## src/rtl/fc_pkg.sv

```systemverilog
package fc_pkg;
  localparam logic [47:0] PAUSE_DEST_ADDR = 48'h0180C2000001;
  localparam int DEFAULT_PAUSE_QUANTA = 80;

  typedef enum logic [1:0] {
    ST_ARMED     = 2'd0,
    ST_REQ       = 2'd1,
    ST_WAIT_DONE = 2'd2,
    ST_HOLDOFF   = 2'd3
  } fcState_e;

  // strobes from control to datapath
  typedef struct packed {
    logic loadPause;     // capture pause time into the request
    logic startHoldoff;  // load hold-off counter
    logic countDown;     // decrement hold-off counter
    logic pending;       // request outstanding, freeze duplex
  } fcStrobes_t;
endpackage

```

## src/rtl/fcDatapath.sv

```systemverilog
module fcDatapath
  import fc_pkg::*;
#(
  parameter int LEVEL_W     = 8,
  parameter int TIMER_W     = 16,
  parameter int QUANTUM_CYC = 8
) (
  input  logic               clk,
  input  logic               rstN,
  input  logic [LEVEL_W-1:0] fillLevel,
  input  logic [LEVEL_W-1:0] queueSize,
  input  logic [LEVEL_W-1:0] highThresh,
  input  logic [LEVEL_W-1:0] lowThresh,
  input  logic               fullDuplexIn,
  input  logic               hostWr,
  input  logic               hostAutoEn,
  input  logic               hostJamEn,
  input  logic               hostTimerLoad,
  input  logic [TIMER_W-1:0] hostTimerVal,
  input  fcStrobes_t         strobes,
  output logic               aboveHigh,
  output logic               cfgError,
  output logic               congClear,
  output logic               fdEff,
  output logic               autoMode,
  output logic               holdoffDone,
  output logic [TIMER_W-1:0] heldTimer,
  output logic               jamOut
);
  localparam int CNT_W = TIMER_W + $clog2(QUANTUM_CYC + 1);

  logic               autoReg;
  logic               jamEnReg;
  logic               fdReg;
  logic [TIMER_W-1:0] timerReg;
  logic [CNT_W-1:0]   holdCnt;

  assign aboveHigh = fillLevel > highThresh;
  assign congClear = fillLevel <= lowThresh;
  assign cfgError  = (queueSize < LEVEL_W'(2)) || (highThresh == '0) ||
                     (highThresh >= queueSize);
  assign fdEff     = strobes.pending ? fdReg : fullDuplexIn;
  assign autoMode  = autoReg;
  assign holdoffDone = holdCnt <= CNT_W'(1);
  assign jamOut    = !fdEff && (autoReg ? (aboveHigh && !cfgError) : jamEnReg);

  always_ff @(posedge clk or negedge rstN) begin
    if (!rstN) begin
      autoReg  <= 1'b1;
      jamEnReg <= 1'b0;
      fdReg    <= 1'b1;
      timerReg <= TIMER_W'(DEFAULT_PAUSE_QUANTA);
    end else begin
      fdReg <= fdEff;
      if (hostWr) begin
        autoReg <= hostAutoEn;
        if (!hostAutoEn) jamEnReg <= hostJamEn;
        if (hostTimerLoad) timerReg <= hostTimerVal;
      end
    end
  end

  always_ff @(posedge clk or negedge rstN) begin
    if (!rstN) begin
      heldTimer <= '0;
      holdCnt   <= '0;
    end else begin
      if (strobes.loadPause) heldTimer <= timerReg;
      if (strobes.startHoldoff)
        holdCnt <= CNT_W'(heldTimer) * CNT_W'(QUANTUM_CYC);
      else if (strobes.countDown && holdCnt != '0)
        holdCnt <= holdCnt - CNT_W'(1);
    end
  end
endmodule

```

## src/rtl/fcControl.sv

```systemverilog
module fcControl
  import fc_pkg::*;
(
  input  logic       clk,
  input  logic       rstN,
  input  logic       aboveHigh,
  input  logic       cfgError,
  input  logic       fdEff,
  input  logic       autoMode,
  input  logic       holdoffDone,
  input  logic       hostWr,
  input  logic       hostAutoEn,
  input  logic       hostPauseTrig,
  input  logic       hostFcEn,
  input  logic       pauseReady,
  input  logic       pauseDone,
  output fcStrobes_t strobes,
  output logic       pauseValid
);
  fcState_e state, stateNext;
  logic autoFire, manFire, fire;

  assign autoFire = autoMode && fdEff && aboveHigh && !cfgError && (state == ST_ARMED);
  assign manFire  = hostWr && !hostAutoEn && hostPauseTrig && hostFcEn && fdEff &&
                    (state != ST_REQ);
  assign fire     = autoFire || manFire;

  always_comb begin
    stateNext = state;
    unique case (state)
      ST_ARMED:     if (fire) stateNext = ST_REQ;
      ST_REQ:       if (pauseReady) stateNext = ST_WAIT_DONE;
      ST_WAIT_DONE: begin
        if (manFire)         stateNext = ST_REQ;
        else if (!aboveHigh) stateNext = ST_ARMED;
        else if (pauseDone)  stateNext = ST_HOLDOFF;
      end
      ST_HOLDOFF: begin
        if (manFire)          stateNext = ST_REQ;
        else if (!aboveHigh)  stateNext = ST_ARMED;
        else if (holdoffDone) stateNext = ST_ARMED;
      end
      default: stateNext = ST_ARMED;
    endcase
  end

  always_ff @(posedge clk or negedge rstN) begin
    if (!rstN) state <= ST_ARMED;
    else       state <= stateNext;
  end

  always_comb begin
    strobes.loadPause    = fire;
    strobes.startHoldoff = (state == ST_WAIT_DONE) && (stateNext == ST_HOLDOFF);
    strobes.countDown    = (state == ST_HOLDOFF);
    strobes.pending      = (state == ST_REQ);
  end

  assign pauseValid = (state == ST_REQ);
endmodule

```

## src/rtl/wmFlowCtl.sv

```systemverilog
module wmFlowCtl
  import fc_pkg::*;
#(
  parameter int LEVEL_W     = 8,
  parameter int TIMER_W     = 16,
  parameter int QUANTUM_CYC = 8
) (
  input  logic               clk,
  input  logic               rstN,
  input  logic [LEVEL_W-1:0] fillLevel,
  input  logic [LEVEL_W-1:0] queueSize,
  input  logic [LEVEL_W-1:0] highThresh,
  input  logic [LEVEL_W-1:0] lowThresh,
  input  logic               fullDuplexIn,
  input  logic               hostWr,
  input  logic               hostAutoEn,
  input  logic               hostPauseTrig,
  input  logic               hostFcEn,
  input  logic               hostJamEn,
  input  logic               hostTimerLoad,
  input  logic [TIMER_W-1:0] hostTimerVal,
  input  logic               pauseReady,
  input  logic               pauseDone,
  output logic               pauseValid,
  output logic [TIMER_W-1:0] pauseTimer,
  output logic [47:0]        pauseDestAddr,
  output logic               jamOut,
  output logic               aboveHigh,
  output logic               congClear,
  output logic               cfgError,
  output logic               autoActive,
  output logic               duplexActive
);
  fcStrobes_t strobes;
  logic holdoffDone;

  fcDatapath #(.LEVEL_W(LEVEL_W), .TIMER_W(TIMER_W), .QUANTUM_CYC(QUANTUM_CYC)) dpI (
    .clk(clk), .rstN(rstN), .fillLevel(fillLevel), .queueSize(queueSize),
    .highThresh(highThresh), .lowThresh(lowThresh), .fullDuplexIn(fullDuplexIn),
    .hostWr(hostWr), .hostAutoEn(hostAutoEn), .hostJamEn(hostJamEn),
    .hostTimerLoad(hostTimerLoad), .hostTimerVal(hostTimerVal), .strobes(strobes),
    .aboveHigh(aboveHigh), .cfgError(cfgError), .congClear(congClear),
    .fdEff(duplexActive), .autoMode(autoActive), .holdoffDone(holdoffDone),
    .heldTimer(pauseTimer), .jamOut(jamOut)
  );

  fcControl ctlI (
    .clk(clk), .rstN(rstN), .aboveHigh(aboveHigh), .cfgError(cfgError),
    .fdEff(duplexActive), .autoMode(autoActive), .holdoffDone(holdoffDone),
    .hostWr(hostWr), .hostAutoEn(hostAutoEn), .hostPauseTrig(hostPauseTrig),
    .hostFcEn(hostFcEn), .pauseReady(pauseReady), .pauseDone(pauseDone),
    .strobes(strobes), .pauseValid(pauseValid)
  );

  assign pauseDestAddr = PAUSE_DEST_ADDR;
endmodule

```

## config.mk

```make
export PLATFORM = sky130hd
export DESIGN_NAME = wmFlowCtl
export DESIGN_NICKNAME = d
export VERILOG_FILES = /design/src/rtl/fc_pkg.sv /design/src/rtl/fcDatapath.sv /design/src/rtl/fcControl.sv /design/src/rtl/wmFlowCtl.sv
export SDC_FILE = /design/constraint.sdc
export NUM_CORES = 1
export LEC_CHECK = 0
export ABC_AREA = 1
export BUFFER_PORTS_ARGS = -buffer_cell sky130_fd_sc_hd__clkbuf_2
export CAP_MARGIN = 25
export CORE_UTILIZATION = 45
export DETAILED_ROUTE_END_ITERATION = 8
export GPL_ROUTABILITY_DRIVEN = 0
export GPL_TIMING_DRIVEN = 0
export PLACE_DENSITY = 0.81
export RECOVER_POWER = 25
export SLEW_MARGIN = 5
export SYNTH_ARGS = -nofsm -noshare
export SYNTH_HDL_FRONTEND = slang
export SYNTH_HIERARCHICAL = 1
export SYNTH_SLANG_ARGS = --single-unit
```

## constraint.sdc

```tcl
create_clock -name clk -period 2.29 [get_ports clk]
set_input_delay 0.1145 -clock clk [delete_from_list [all_inputs] [get_ports clk]]
set_output_delay 0.1145 -clock clk [all_outputs]
set_load 0.02 [all_outputs]
```

==> out/metrics.yaml, run 1 <==
synth.area.top_cells: "dfrtp_1 33%, nand2_1 11%, buf_4 9.3%"
finalSetupTns_ns: 0
ys_top_cells_by_count: "120 x nand2_1, 62 x inv_1, 53 x dfrtp_1"
hp-class: "input pin to flop"
portBuffers: 81
clk_pin_slew_ns: 0.07
grt_pass1_wl_um: 15500
hpwlAfterDp_um: 6830
fp.dieArea_sq_um: 9390
worstSetupPathType: "flop to flop"
r2r-start: "dpI/holdCnt[0]"
clockRootBuffer: "clkbuf_8"
grt_pass1_vias: 3559
fp.dieH_um: 96.9
ant_nets: 0
grt_max_degree: 58
synth_ff_type: "dfrtp_1"
cp_max_fo: 10
regArea_sq_um: 1430
async_flop_share_pct: 100
finalSetupViolations: 0
fin_util_pct: 58.8
die_w_um: 96.9
htree_levels: 3
ios: 130
ys_types: 36
antenna_found_initial: 0
status: "finished clean"
n_antenna_cell: 0
insertion_delay_ns: 0.34
p_leak_nw: 2.88
syn_inst: 494
core_sq_um: 8720
routedWlPerCell_um: 11.9
power.density_nw_per_um2: 987
yosysMostFrequentCell: "nand2_1"
clkSinkCount: 57
nets: 727
drc: 0
vias: 3545
relSlewSlack_pct: 9.00
hold_path.startpoint: "hostTimerVal[2]"
multi_input_area_sq_um: 2130
cap_violations: 0
firstDrtPassIters: 4
row_count: 34
setup_slack_ns: 0.0917
drive_gt1_share_pct: 33.3
nFillCells: 757
period_share_pct: 96.0
post-place-ws_ns: -0.144
power_mw: 5.06
numCtsBuffers: 9
fmaxAchievable_mhz: 455
ir_worst_vdd_uv: 722
syn_to_final_growth_pct: 26.6
synth.top_cell.area_share_pct: 32.7
yosys_warnings: 6
crit_start: "dpI/holdCnt[0]"
tightest_slew_ns: 1.37
synth_edf_count: 0
synth_area_per_cell_sq_um: 8.20
drt_iter0_drc: 166
yosys.area.top_type: "dfrtp_1"
worst_setup_path_start_kind: "flop"
arrival_ns: 2.40
final.setup_skew_ns: 0.00625
slew_viol_final: 0
period_needed_ns: 2.20
critPathCaptureType: "flop"
synth_seq_area_share_pct: 35.3
crit_required_ns: 2.50
track_usage_pct: 20.3
routed_wl_um: 8970
overflow: 0
synth_seq_cells: 57
finalHoldViolations: 0
tritoncts: "built"
rsz0062_at_grt: "false"
avgViaCountPerCell: 4.70
synth_area_sq_um: 4050
cts.path.max_buffers: 2
initial_core_util_pct: 46.5
hold-worst-slack_ns: 0.00880
[per-layer routing]
layer	wire, um	share of wire [%]	GRT usage [%]	vias to the layer above
met1	3560	40	22.5	1614
li1	-	-	-	1770
met3	469	5.2	3.68	24
met2	4730	53	37.3	137
met4	214	2.4	9.41	0
met5	0	0	0	-
[flip-flops by register name, indices dropped and copies added, names as in the netlist]
name / count
dpI/holdCnt: 20
dpI/heldTimer: 16
dpI/timerReg: 16
ctlI/state: 2
dpI/autoMode: 1
dpI/fdReg: 1
dpI/jamEnReg: 1
[layout make-up]
| type | count | share of cell area, % |
|---|---|---|
| multi-input cells | 362 | 41.4 |
| flip-flops and latches | 57 | 28.0 |
| repair buffers | 92 | 9.93 |
| plain buffers | 55 | 8.51 |
| inverters | 64 | 4.83 |
| well taps | 108 | 2.63 |
| clock buffers | 9 | 2.41 |
| clock inverters | 7 | 2.29 |
[critical path: stages, from the launching register on]
cell      delay, ns
dfrtp_1        0.39
inv_1          0.11
ha_1           0.27
o2111a_1       0.28
a21oi_1        0.20
nand4_1        0.13
inv_2          0.11
inv_4          0.07
nand2_4        0.12
inv_6          0.06
buf_12         0.14
nand2_1        0.06
nand3_1        0.10
[cells in the final DEF (no fill, tap or decap), types with 3 or more instances in the layout]
master         netlist  final
nand4_1              5      5
buf_4               50     51
clkbuf_2             0     78
ha_1                27     27
bufinv_16            0      3
nand3_2              3      3
clkbuf_1             2      4
nor2_2               6      7
conb_1               2     48
a21oi_1             12     12
nand2_1            120    119
dfstp_2              4      3
inv_1               62     59
nand3_1             25     25
nand2_2              5      6
nor3_1               3      3
dfrtp_1             53     51
xor2_1               7      7
o21ai_0              8      8
nor2_4               3      4
xnor2_1              5      5
nor2_1              39     37
clkbuf_8             0      9
mux2_2              33     33
dlygate4sd3_1        0     10
inv_2                1      3
[where the power goes]
group	internal [mW]	leakage (nW)	switching [mW]
Clock	0.724	0.124	0.418
Combinational	0.888	2.05	1.32
Sequential	1.37	0.698	0.349
[path summary, 6_finish.rpt]
check | endpoint | slack (ns) | depth (start not counted)
setup reg to reg | dpI/holdCnt[14] | 0.09 | 12
setup / recovery | dpI/holdCnt[14] | 0.09 | 12
hold reg to reg | dpI/holdCnt[16] | 0.49 | 2
max in group asynchronous | ctlI/state[1] | 0.75 | 2
hold / removal | dpI/timerReg[2] | 0.009 | 2
min in group asynchronous | dpI/heldTimer[12] | 0.63 | 2
[cell families (layout without fill, tap and decap cells)]
group           after synthesis  in the layout  share of synthesized area (%)
simple gates                215            215                           23.7
flops                        57             57                           35.3
xor+xnor                     12             12                           2.59
other cells                   2             48                          0.185
buf+inv                     121            227                           16.8
compound gates               27             27                           3.86
fa+ha+maj                    27             27                           8.34
mux                          33             33                           9.17
[timing repair]
| action | 4_1_cts | 5_1_grt |
|---|---|---|
| hold buffers | 10 | 0 |
| resized for setup | 4 | 6 |
| buffers inserted | 0 | 1 |
| hold endpoints to repair | 62 | 0 |
| endpoints found under the setup margin | 11 | 21 |
[metrics by stage]
stage               area [sq um]  std cells
finish                      5130        754
global route                5130        754
CTS                         5120        754
detailed placement          4770        729
global placement            4770        729
floorplan                   4230        540
No activity file was read; power rests on OpenSTA's default activity.
==> run 2: changes to the inputs <==
--- a/constraint.sdc
+++ b/constraint.sdc
@@ -3,2 +3,2 @@
 set_output_delay 0.1145 -clock clk [all_outputs]
-set_load 0.02 [all_outputs]
+set_load 0.05 [all_outputs]
==> run 2 against run 1 <==
Cell count fell by 0.40%. Largest power group unchanged. First-iteration DRC count grew 33%. Total power is 11% higher. Non-clock buffer count is 3 lower. Clock power shrank 7%. Worst hold slack better by 0.00078 ns. Register-to-register slack hardly changed. Global-route usage down 0.46 points.
==> out/metrics.yaml, run 2 (same netlist as run 1, synthesis figures left out) <==
status: "finished clean"
relSlewSlack_pct: 6.13
slowest_stage: "dfrtp_1"
largest_reg_flops: 20
hp-class: "input pin to flop"
routedWlPerCell_um: 11.9
fmaxAchievable_mhz: 457
clkSinkCount: 57
antenna_found_initial: 0
track_usage_pct: 19.8
reg2reg_to: "dpI/holdCnt[17]"
crit_required_ns: 2.56
r2r-start: "dpI/holdCnt[11]"
fin_area_sq_um: 5180
syn_to_final_growth_pct: 27.7
cap_violations: 0
portBuffers: 81
grt_max_degree: 58
clockPowerShare_pct: 18.9
overflow: 0
tritoncts: "built"
cp_max_fo: 10
final.setup_skew_ns: 0.0103
routed_wl_um: 8970
p_int_mw: 2.96
fp.dieH_um: 96.9
grt_pass1_wl_um: 15200
ant_nets: 0
p_leak_nw: 2.89
layout_common_cells: "117 x nand2_1, 81 x clkbuf_2, 57 x inv_1, 51 x dfrtp_1, 50 x buf_4"
drive_gt1_share_pct: 35.3
nets: 724
n_antenna_cell: 0
die_w_um: 96.9
arrival_ns: 2.46
worst-path-buf-inv: 3
power_switching_mw: 2.64
worstPathCellList: "nor2_4 -> nand2_2 -> nor3_1 -> o2111a_1 -> a21oi_2 -> nand4_1 -> inv_2 -> buf_6 -> nor2_2 -> buf_6 -> nand3_1 -> nand3_1"
worstSetupPathType: "flop to flop"
placed_area_sq_um: 4880
tightest_slew_ns: 1.41
clk_pin_slew_ns: 0.07
hold_path.startpoint: "hostTimerVal[9]"
clockRootBuffer: "clkbuf_8"
drc: 0
finalHoldViolations: 0
drt_iter0_drc: 220
power_mw: 5.60
rsz0062_at_grt: "false"
nFillCells: 715
hold-worst-slack_ns: 0.00958
ios: 130
core_sq_um: 8720
critPathCaptureType: "flop"
fp.dieArea_sq_um: 9390
seqPwrFrac_pct: 30.8
initial_core_util_pct: 46.5
largest_register: "dpI/holdCnt"
hold_path_depth: 2
hpwlAfterDp_um: 6990
finalSetupViolations: 0
cp_top_family: "simple AND/OR/NAND/NOR gates"
r2r_cells: 12
firstDrtPassIters: 4
pwr-share-comb_pct: 50.3
final_common_cell: "nand2_1"
worst_setup_path_start_kind: "flop"
period_needed_ns: 2.19
numCtsBuffers: 9
max_stage_delay_ns: 0.44
slew_viol_final: 0
cts.path.max_buffers: 2
hold_end: "dpI/timerReg[9]"
avgViaCountPerCell: 4.74
vias: 3560
grt_pass1_vias: 3430
htree_levels: 3
reg_top3: "dpI/holdCnt (20), dpI/heldTimer (16), dpI/timerReg (16)"
rrSetupSlack_ns: 0.10
fin_util_pct: 59.4
ir_worst_vdd_uv: 778
insertion_delay_ns: 0.33
row_count: 34
period_share_pct: 95.5
p_sw_share_pct: 47.2
power.density_nw_per_um2: 1080
## run 2: final cells by class
class	instances	area (sq um)	area share, %
well taps	108	135	2.61
clock inverters	7	103	1.98
multi-input cells	362	2200	42.5
inverters	64	258	4.98
plain buffers	57	463	8.94
repair buffers	87	459	8.87
clock buffers	9	124	2.39
flip-flops and latches	57	1430	27.7
## run 2: how the worst max path moves through the flow
stage / start / to / slack [ns] / depth (start not counted)
6_report: dpI/holdCnt[11] / dpI/holdCnt[17] / 0.10 / 12
5_1_grt: ctlI/state[1] / dpI/heldTimer[11] / 0.01 / 15
4_1_cts: dpI/holdCnt[15] / dpI/holdCnt[3] / 0.0002 / 13
3_5_place_dp: highThresh[7] / dpI/holdCnt[15] / -0.10 / 17
3_3_place_gp: highThresh[7] / dpI/holdCnt[15] / 0.03 / 17
2_1_floorplan: ctlI/state[1] / dpI/heldTimer[10] / -0.05 / 15
## run 2: layer usage
layer  GRT usage (%)  part of all wire (%)  vias up  routed length (um)
met3            4.19                   5.8       14                 523
met4            8.04                   1.5        0                 139
li1                -                     -     1750                   -
met2            35.0                    51      139                4590
met1            23.3                    41     1657                3720
met5               0                     0        -                   0
## run 2: what timing repair did
item / 4_1_cts / 5_1_grt
setup buffers: 0 / 2
gates resized for setup: 0 / 10
setup endpoints to repair: 0 / 27
hold buffers: 4 / 0
hold endpoints to repair: 56 / 0
## run 2: power groups by stage
stage	Sequential, mW	Clock, mW	Combinational (mW)
after CTS	1.71	1.07	2.80
after floorplan	2.14	0	1.76
after global placement	1.70	0	2.70
after global routing	1.77	1.12	3.06
final	1.73	1.06	2.82
after detailed placement	1.72	0	2.77
## run 2: stage by stage
stage / cells / TNS [ns] / worst slack, ns
floorplan: 540 / -0.467 / -0.0467
global placement: 729 / 0 / 0.0290
detailed placement: 729 / -0.825 / -0.103
CTS: 749 / 0 / 0.000219
global route: 751 / 0 / 0.0110
finish: 751 / 0 / 0.104
